===== src/rtl/cart_xlate_pkg.sv =====
// Shared types for the cartridge bank address translator.
// Assumes 5-bit configuration words as produced by the serial loader.
package cart_xlate_pkg;

    typedef enum logic [1:0] {
        MIR_ONE_LO = 2'd0,
        MIR_ONE_HI = 2'd1,
        MIR_VERT   = 2'd2,
        MIR_HORZ   = 2'd3
    } mirror_e;

    typedef enum logic [1:0] {
        PM_WIDE_A   = 2'd0,
        PM_WIDE_B   = 2'd1,
        PM_FIX_HEAD = 2'd2,
        PM_FIX_TAIL = 2'd3
    } prg_mode_e;

    typedef struct packed {
        logic prg;
        logic wram;
    } cpu_win_t;

    localparam int CFG_W     = 5;
    localparam int WRAM_AW   = 13;
    localparam int PRG_PAGE  = 14;
    localparam int CHR_PAGE  = 12;

endpackage


===== src/rtl/cpu_window_dec.sv =====
// Decodes the CPU address into the program and work-RAM windows.
// Assumes a 16-bit CPU address; the program window is the upper half,
// the work-RAM window is $6000-$7FFF.
module cpu_window_dec
    import cart_xlate_pkg::*;
(
    input  logic [15:0] cpu_addr,
    output cpu_win_t    win
);

    // Window classification from the top address bits.
    always_comb begin
        win.prg  = cpu_addr[15];
        win.wram = (cpu_addr[15:13] == 3'b011);
    end

endmodule


===== src/rtl/prg_bank_map.sv =====
// Forms the 16K program bank number for the current CPU address.
// Assumes a power-of-two ROM between 32K and 512K; bank numbers are
// truncated to the bank count, which gives modulo wrap. The outer bit
// survives only when the ROM is 512K.
module prg_bank_map
    import cart_xlate_pkg::*;
#(
    parameter int PRG_AW  = 18,
    parameter bit FIXED32 = 1'b0,
    localparam int BW     = PRG_AW - PRG_PAGE
) (
    input  prg_mode_e       mode,
    input  logic [3:0]      bank,
    input  logic            outer,
    input  logic            upper_half,
    output logic [BW-1:0]   bank16
);

    localparam int NBANKS     = 1 << BW;
    localparam int INNER_CNT  = (NBANKS > 16) ? 16 : NBANKS;
    localparam logic [3:0] LAST_INNER = 4'(INNER_CNT - 1);

    logic [3:0] inner;
    logic [4:0] full;

    // Inner bank choice by program mode.
    always_comb begin
        unique case (mode)
            PM_WIDE_A, PM_WIDE_B: inner = {bank[3:1], upper_half};
            PM_FIX_HEAD:          inner = upper_half ? bank : 4'd0;
            PM_FIX_TAIL:          inner = upper_half ? LAST_INNER : bank;
            default:              inner = bank;
        endcase
    end

    generate
        if (FIXED32) begin : g_fixed
            // Board variant: first 32K, no banking.
            always_comb full = {4'd0, upper_half};
        end else begin : g_banked
            // Banked board: outer bit on top of the inner bank.
            always_comb full = {outer, inner};
        end
    endgenerate

    // Truncate to the bank count present.
    always_comb bank16 = full[BW-1:0];

endmodule


===== src/rtl/chr_bank_map.sv =====
// Forms the 4K character bank number for the current picture address.
// Assumes a power-of-two character memory of 8K to 128K; truncation of
// the bank number gives modulo wrap.
module chr_bank_map
    import cart_xlate_pkg::*;
#(
    parameter int CHR_AW = 17,
    localparam int CBW   = CHR_AW - CHR_PAGE
) (
    input  logic             split_4k,
    input  logic [4:0]       chr0,
    input  logic [4:0]       chr1,
    input  logic             upper_half,
    output logic [CBW-1:0]   bank4k
);

    logic [4:0] full;

    // Pick the 4K bank: two independent banks, or one 8K pair.
    always_comb begin
        if (split_4k)
            full = upper_half ? chr1 : chr0;
        else
            full = {chr0[4:1], upper_half};
    end

    // Truncate to the bank count present.
    always_comb bank4k = full[CBW-1:0];

endmodule


===== src/rtl/cart_bank_xlate.sv =====
// Top of the cartridge bank address translator. Combines the window
// decoder and the two bank mappers, then registers every output.
// Assumes the configuration words are stable per cycle and that
// last_wr_chr1 is maintained by the register loader.
module cart_bank_xlate
    import cart_xlate_pkg::*;
#(
    parameter int PRG_ROM_KB = 256,
    parameter int CHR_KB     = 128,
    parameter bit FIXED32    = 1'b0,
    parameter bit REV_A      = 1'b0,
    localparam int PRG_AW    = $clog2(PRG_ROM_KB * 1024),
    localparam int CHR_AW    = $clog2(CHR_KB * 1024)
) (
    input  logic                 clk,
    input  logic                 rst_n,
    input  logic [15:0]          cpu_addr,
    input  logic [13:0]          ppu_addr,
    input  logic [4:0]           ctrl_reg,
    input  logic [4:0]           chr0_reg,
    input  logic [4:0]           chr1_reg,
    input  logic [4:0]           prg_reg,
    input  logic                 last_wr_chr1,
    output logic                 prg_sel,
    output logic [PRG_AW-1:0]    prg_addr,
    output logic                 wram_sel,
    output logic [12:0]          wram_addr,
    output logic                 chr_sel,
    output logic [CHR_AW-1:0]    chr_addr,
    output logic [1:0]           mirror,
    output logic                 wram_en
);

    localparam int BW  = PRG_AW - PRG_PAGE;
    localparam int CBW = CHR_AW - CHR_PAGE;
    localparam bit HAS_OUTER = (PRG_AW == 19);

    cpu_win_t        win;
    prg_mode_e       pmode;
    mirror_e         mir_n;
    logic            outer_bit;
    logic            en_n;
    logic [BW-1:0]   pbank;
    logic [CBW-1:0]  cbank;
    logic            chr_win;

    // Control word field split.
    always_comb begin
        pmode   = prg_mode_e'(ctrl_reg[3:2]);
        mir_n   = mirror_e'(ctrl_reg[1:0]);
        chr_win = (ppu_addr[13] == 1'b0);
    end

    generate
        if (HAS_OUTER) begin : g_outer
            // Outer program bit source: bank 1 only after a bank-1 write in 4K mode.
            always_comb outer_bit = (last_wr_chr1 && ctrl_reg[4]) ? chr1_reg[4] : chr0_reg[4];
        end else begin : g_no_outer
            // No outer bit below 512K.
            always_comb outer_bit = 1'b0;
        end
        if (REV_A) begin : g_rev_a
            // Early revision: work RAM always enabled.
            always_comb en_n = 1'b1;
        end else begin : g_rev_bc
            // Later revisions: program-bank bit 4 disables work RAM.
            always_comb en_n = ~prg_reg[4];
        end
    endgenerate

    cpu_window_dec u_win (
        .cpu_addr (cpu_addr),
        .win      (win)
    );

    prg_bank_map #(
        .PRG_AW  (PRG_AW),
        .FIXED32 (FIXED32)
    ) u_prg (
        .mode       (pmode),
        .bank       (prg_reg[3:0]),
        .outer      (outer_bit),
        .upper_half (cpu_addr[14]),
        .bank16     (pbank)
    );

    chr_bank_map #(
        .CHR_AW (CHR_AW)
    ) u_chr (
        .split_4k   (ctrl_reg[4]),
        .chr0       (chr0_reg),
        .chr1       (chr1_reg),
        .upper_half (ppu_addr[12]),
        .bank4k     (cbank)
    );

    // Output registers with synchronous reset; addresses gated by selects.
    always_ff @(posedge clk) begin
        if (!rst_n) begin
            prg_sel   <= 1'b0;
            prg_addr  <= '0;
            wram_sel  <= 1'b0;
            wram_addr <= '0;
            chr_sel   <= 1'b0;
            chr_addr  <= '0;
            mirror    <= MIR_ONE_LO;
            wram_en   <= 1'b0;
        end else begin
            prg_sel   <= win.prg;
            prg_addr  <= win.prg ? {pbank, cpu_addr[PRG_PAGE-1:0]} : '0;
            wram_sel  <= win.wram && en_n;
            wram_addr <= (win.wram && en_n) ? cpu_addr[WRAM_AW-1:0] : '0;
            chr_sel   <= chr_win;
            chr_addr  <= chr_win ? {cbank, ppu_addr[CHR_PAGE-1:0]} : '0;
            mirror    <= mir_n;
            wram_en   <= en_n;
        end
    end

endmodule


===== config.mk =====
export PLATFORM = sky130hd
export DESIGN_NAME = cart_bank_xlate
export DESIGN_NICKNAME = d
export VERILOG_FILES = /design/src/rtl/cart_xlate_pkg.sv /design/src/rtl/cpu_window_dec.sv /design/src/rtl/prg_bank_map.sv /design/src/rtl/chr_bank_map.sv /design/src/rtl/cart_bank_xlate.sv
export SDC_FILE = /design/constraint.sdc
export NUM_CORES = 1
export LEC_CHECK = 0
export BUFFER_PORTS_ARGS = -buffer_cell sky130_fd_sc_hd__buf_2
export CORE_MARGIN = 4
export CORE_UTILIZATION = 37
export CTS_CLUSTER_DIAMETER = 80
export CTS_CLUSTER_SIZE = 25
export DETAILED_ROUTE_END_ITERATION = 6
export PLACE_DENSITY_LB_ADDON = 0.15
export SLEW_MARGIN = 0
export SYNTH_ARGS = -nofsm -noshare
export SYNTH_HDL_FRONTEND = slang
export SYNTH_SLANG_ARGS = --single-unit

===== constraint.sdc =====
create_clock -name clk -period 1.4 [get_ports clk]
set_input_delay 0.14 -clock clk [delete_from_list [all_inputs] [get_ports clk]]
set_output_delay 0.14 -clock clk [all_outputs]
set_load 0.005 [all_outputs]

==> flow_summary_export.csv, run 1 <==
group,metric,value,unit
yosys,synth_top_family_by_area,"simple AND/OR/NAND/NOR gates",
floorplanning,rows,24,
finish,multi_input_area,458,sq um
grt,antenna_found_initial,0,
route,wl,3680,um
route,wl_per_cell,11.7,um
power,pwr-share-seq,57.8,%
critical_path,path_max_fanout,14,
grt,use_met1,14.5,%
timing,rsz0062_at_grt,"false",
yosys,avgSynthCellArea,10.8,sq um
place,place_congestion,0.690,
yosys,synthMuxAreaShare,0,%
outcome,status,"finished, final reports clean",
finish,final_common_cell,"buf_2",
power,switching_power,0.000640,W
clock_tree,htree_levels,2,
clock_tree,clk_pin_slew,0.10,ns
timing,fin_crit_sh,80.9,%
yosys,ys_types,19,
route,drtIter0Drc,65,
power,p_leak,1.26,nW
yosys,synthCells,152,
floorplanning,die_area,5590,sq um
power,power_density,1180,nW/um^2
clock_tree,cts_tree,"yes",
yosys,synth_top_area_cell,"dfxtp_1",
timing,hold_violations,0,
job,drv_cap,0,
floorplanning,pin_count,107,
place,portBuffers,105,
yosys,synth.top_cell.area_share,65.6,%
grt,grt_remaining_overflow,0,
critical_path,required,1.63,ns
timing,slew_violations,0,
yosys,ys.warnings.count,0,
finish,fin_util,54.1,%
grt,grt_max_degree,18,
clock_tree,numCtsBuffers,5,
route,via_per_inst,4.34,
floorplanning,die_y,74.7,um
yosys,synthAdderAreaFrac,0,%
yosys,synthTopCellsByArea,"dfxtp_1 (66%), nor3_2 (5.5%), and2_1 (5.3%)",
yosys,syn_nets,205,
finish,antenna_cells,0,
finish,layout_common_cells,"buf_2 (105), dfxtp_1 (54), inv_1 (20)",
grt,gr-usage-met3,6.41,%
yosys,synth_simple_gate_area_share,20.0,%
route,vias,1367,
grt,grt_usage,13.1,%
critical_path,crit_type,"in2reg",
floorplanning,core-area,4320,sq um
clock_tree,cts.sinks,54,
finish,drive_gt1_share,50.6,%
critical_path,slowest_delay,0.53,ns
yosys,ys_seq_elements,54,
timing,setup_tns,0,ns
clock_tree,clk_path_buf_depth,2,
floorplanning,initial_core_util,38.1,%
critical_path,cp_data_arrival_time,1.37,ns
finish,area_growth,42.0,%
hold_path,hold_class,"in2reg",
power,combPwrFrac,9.2,%
grt,grt_pass1_wl,5440,um
yosys,synth-seq-area-share,65.6,%
finish,seq_area,1080,sq um
route,ant_nets,0,
power,clockPowerShare,33.0,%
yosys,syn_area,1650,sq um
timing,relSlewSlack,82.6,%
critical_path,start_kind,"input port",
power,p_int,0.00213,W
route,firstDrtPassIters,4,
yosys,synthXorXnorAreaFrac,0,%
grt,use_met2,21.6,%
floorplanning,die_w,74.7,um
grt,grt.busiest_layer,"met2",
finish,nFillCells,429,
timing,worstMarginPinSlew,0.261,ns
power,power,0.00277,W
timing,period_needed,1.13,ns
clock_tree,postCtsSetupBuffers,0,
hold_path,min_path_cells,2,
timing,fmax,882,MHz
route,drc_errors,0,
critical_path,cp_cell_sequence,"dlygate4sd3_1 -> buf_2 -> nand4bb_2 -> buf_4 -> nor3_1",
grt,grt_pass1_vias,1220,
clock_tree,cts_root_buf,"clkbuf_8",
timing,setup_viol,0,
power,p_sw_share,23.1,%
power,ir_worst_vdd,0.658,mV
place,place_hpwl,2800,um
yosys,synth_compound_area_share,7.82,%
critical_path,cp-end-kind,"flop",
critical_path,cpMaxStageDelayCell,"dlygate4sd3_1",
finish,layout.nets,315,
==> worst max-delay path: cells and delay by family <==
kind | cells | cell delay (ns)
buffers and inverters | 3 | 0.86
and+or+nand+nor | 2 | 0.36
==> Yosys cell counts <==
cell type / instances
a21bo_2: 4
a21oi_1: 9
a311oi_1: 1
and2_1: 14
buf_2: 3
buf_4: 1
clkbuf_1: 2
dfxtp_1: 54
inv_1: 20
inv_2: 1
nand2_2: 1
nand2b_2: 1
nand3_1: 5
nand4bb_2: 1
nor2_1: 15
nor2b_1: 3
nor3_1: 4
nor3_2: 9
o32ai_1: 4
==> final cells by class <==
type	count	area share, %
sequential	54	46.2
timing repair buffer	109	23.9
multi-input combinational	71	19.6
clock buffer	6	3.53
inverter	21	3.37
tap	52	2.78
clock inverter	2	0.695
==> metrics by stage <==
step	hold slack, ns	setup WS, ns	area [sq um]	instances
2_1_floorplan	0.212	0.635	1650	152
3_3_place_gp	0.312	0.494	2230	306
3_5_place_dp	0.314	0.486	2230	306
4_1_cts	0.00956	0.262	2340	315
5_1_grt	0.000423	0.216	2340	315
6_report	0.0224	0.267	2340	315
==> worst paths after layout <==
kind | startpoint | slack [ns] | end
worst max-delay path | prg_reg[4] | 0.27 | wram_addr[1]
worst min-delay path | ppu_addr[0] | 0.02 | chr_addr[0]
==> power by group through the flow <==
stage | registers, W | logic, W | clock network [W]
floorplan | 0.00165 | 0.0000979 | 0
finish | 0.00160 | 0.000254 | 0.000914
global route | 0.00161 | 0.000287 | 0.00103
detailed placement | 0.00164 | 0.000257 | 0
CTS | 0.00160 | 0.000260 | 0.000955
global placement | 0.00164 | 0.000255 | 0
==> layer usage <==
layer	vias up	wire (um)
met1	603	1460
met2	59	1770
li1	700	-
met5	-	0
met3	5	416
met4	0	43
==> flip-flops by register name (all words and copies together), names as in the netlist <==
| name | cells |
|---|---|
| prg_addr | 18 |
| wram_sel | 1 |
| prg_sel | 1 |
| wram_addr | 13 |
| chr_addr | 17 |
| chr_sel | 1 |
| wram_en | 1 |
| mirror | 2 |
==> cell families (layout without fill, tap and decap cells) <==
logic type / count (synthesis) / after routing
compound gates: 18 / 18
buf+inv: 27 / 138
flops: 54 / 54
simple gates: 53 / 53
==> repair_timing <==
action,CTS,global route
hold endpoints to repair,1,0
gates resized for setup,0,0
hold buffers,1,0
(Power assumes the default switching activity.)
==> run 2, diff against run 1 <==
==> constraint.sdc (replaced) <==
create_clock -name clk -period 0.91 [get_ports clk]
set_input_delay 0.091 -clock clk [delete_from_list [all_inputs] [get_ports clk]]
set_output_delay 0.091 -clock clk [all_outputs]
set_load 0.005 [all_outputs]
==> flow_summary_export.csv, run 2 (synthesis gave the netlist of run 1 again) <==
group,metric,value,unit
clock_tree,clk_pin_slew,0.09,ns
finish,antenna_cells,0,
critical_path,cpMaxStageDelayCell,"dfxtp_1",
critical_path,crit_type,"reg2out",
floorplanning,pin_count,107,
timing,hold_violations,0,
timing,setup_viol,0,
grt,antenna_found_initial,0,
timing,fin_crit_sh,90.3,%
finish,drive_gt1_share,48.2,%
clock_tree,cts.sinks,54,
place,place_hpwl,2850,um
critical_path,start_kind,"flop",
hold_path,hold_class,"in2reg",
floorplanning,rows,24,
route,firstDrtPassIters,4,
grt,grt_pass1_wl,5850,um
place,portBuffers,105,
finish,top_regs,"prg_addr: 18 flops, chr_addr: 17 flops, wram_addr: 13 flops",
clock_tree,cts_resized,0,
route,wl,3930,um
grt,grt_pass1_vias,1340,
job,drv_cap,0,
timing,worstMarginPinSlew,0.260,ns
critical_path,cp_data_arrival_time,0.73,ns
place,place_congestion,0.763,
power,p_sw_share,22.4,%
route,via_per_inst,4.27,
critical_path,critical_path_buf_inv_count,1,
power,switching_power,0.000938,W
timing,period_needed,0.822,ns
clock_tree,cts_tree,"yes",
timing,relSlewSlack,82.5,%
grt,grt_max_degree,17,
critical_path,path_max_fanout,1,
power,p_int,0.00324,W
clock_tree,clk_path_buf_depth,2,
power,combPwrFrac,11.1,%
finish,layout.nets,331,
critical_path,cp-end-kind,"output pin",
floorplanning,initial_core_util,38.1,%
power,pwr-share-seq,58.9,%
critical_path,required,0.82,ns
route,drc_errors,0,
grt,grt_remaining_overflow,0,
finish,largest_register,"prg_addr",
critical_path,slowest_delay,0.32,ns
floorplanning,die_y,74.7,um
critical_path,cp_cell_sequence,"buf_2",
route,vias,1410,
power,p_leak,1.34,nW
floorplanning,die_area,5590,sq um
timing,fmax,1220,MHz
timing,setup_tns,0,ns
floorplanning,core-area,4320,sq um
clock_tree,htree_levels,2,
finish,final_common_cell,"buf_2",
route,wl_per_cell,11.9,um
clock_tree,cts_root_buf,"clkbuf_8",
grt,grt_usage,13.9,%
finish,area_growth,52.7,%
timing,rsz0062_at_grt,"false",
timing,slew_violations,0,
finish,nFillCells,396,
power,clockPowerShare,29.9,%
floorplanning,die_w,74.7,um
power,ir_worst_vdd,0.968,mV
place,placed_cells,308,
critical_path,crit_family,"flip-flops",
route,ant_nets,0,
finish,layout_common_cells,"buf_2 (105), dfxtp_1 (54), inv_1 (20)",
clock_tree,numCtsBuffers,5,
finish,fin_cells,330,
outcome,status,"finished, final reports clean",
finish,largest_register_ffs,18,
route,drtIter0Drc,61,
power,power_density,1660,nW/um^2
clock_tree,postCtsSetupBuffers,0,
## run 2: cell types whose count changed in the layout (fill, tap and decap cells not counted)
cell           before  now
dlygate4sd3_1       1   15
clkbuf_8            6    5
clkinv_2            0    1
clkinvlp_4          1    0
buf_4               3    2
buf_12              0    3
## run 2: path summary, 6_finish.rpt
check | cells after the start | slack [ns] | from | end
worst min-delay path | 3 | 0.02 | cpu_addr[1] | prg_addr[1]
worst max-delay path | 1 | 0.09 | chr_addr[5] | chr_addr[5]
## run 2: area by class of cell
type	count	area, sq um	share of cell area, %
well taps	52	65.1	2.59
clock buffers	5	68.8	2.73
clock inverters	2	13.8	0.547
inverters	21	78.8	3.13
flip-flops and latches	54	1080	43.0
multi-input cells	71	458	18.2
repair buffers	125	751	29.8
## run 2: metal layers
| layer | vias up | wire length [um] | GRT usage [%] |
|---|---|---|---|
| met2 | 65 | 2040 | 24.4 |
| met5 | - | 0 | 0 |
| met4 | 0 | 24 | 7.11 |
| met3 | 2 | 370 | 4.27 |
| met1 | 613 | 1500 | 14.9 |
| li1 | 730 | - | - |
## run 2: power groups by stage
stage	sequential, W	clock (W)	combinational (W)
6_report	0.00246	0.00125	0.000465
3_3_place_gp	0.00252	0	0.000415
2_1_floorplan	0.00254	0	0.000151
4_1_cts	0.00247	0.00132	0.000471
5_1_grt	0.00247	0.00141	0.000519
3_5_place_dp	0.00252	0	0.000419
## run 2: metrics by stage
step / power, W / hold WS, ns / instance area [sq um] / utilization (%) / worst slack, ns
finish: 0.00418 / 0.0220 / 2520 / 58.2 / 0.0881
global route: 0.00440 / 0.0245 / 2520 / 58.2 / 0.0387
CTS: 0.00426 / 0.0125 / 2520 / 58.2 / 0.0660
detailed placement: 0.00294 / 0.266 / 2280 / 52.8 / 0.0432
global placement: 0.00293 / 0.266 / 2280 / 52.8 / 0.0765
floorplan: 0.00269 / 0.163 / 1650 / - / 0.194
## run 2: worst min-delay path, cell delays in order
cell and delay [ns]:
buf_2 0.08, inv_1 0.04, nor2_1 0.08
## run 2: timing repair
| action | in CTS | in global routing |
|---|---|---|
| hold buffers | 15 | 0 |
| endpoints found under the hold margin | 15 | 0 |
| setup endpoints to repair | 0 | 0 |
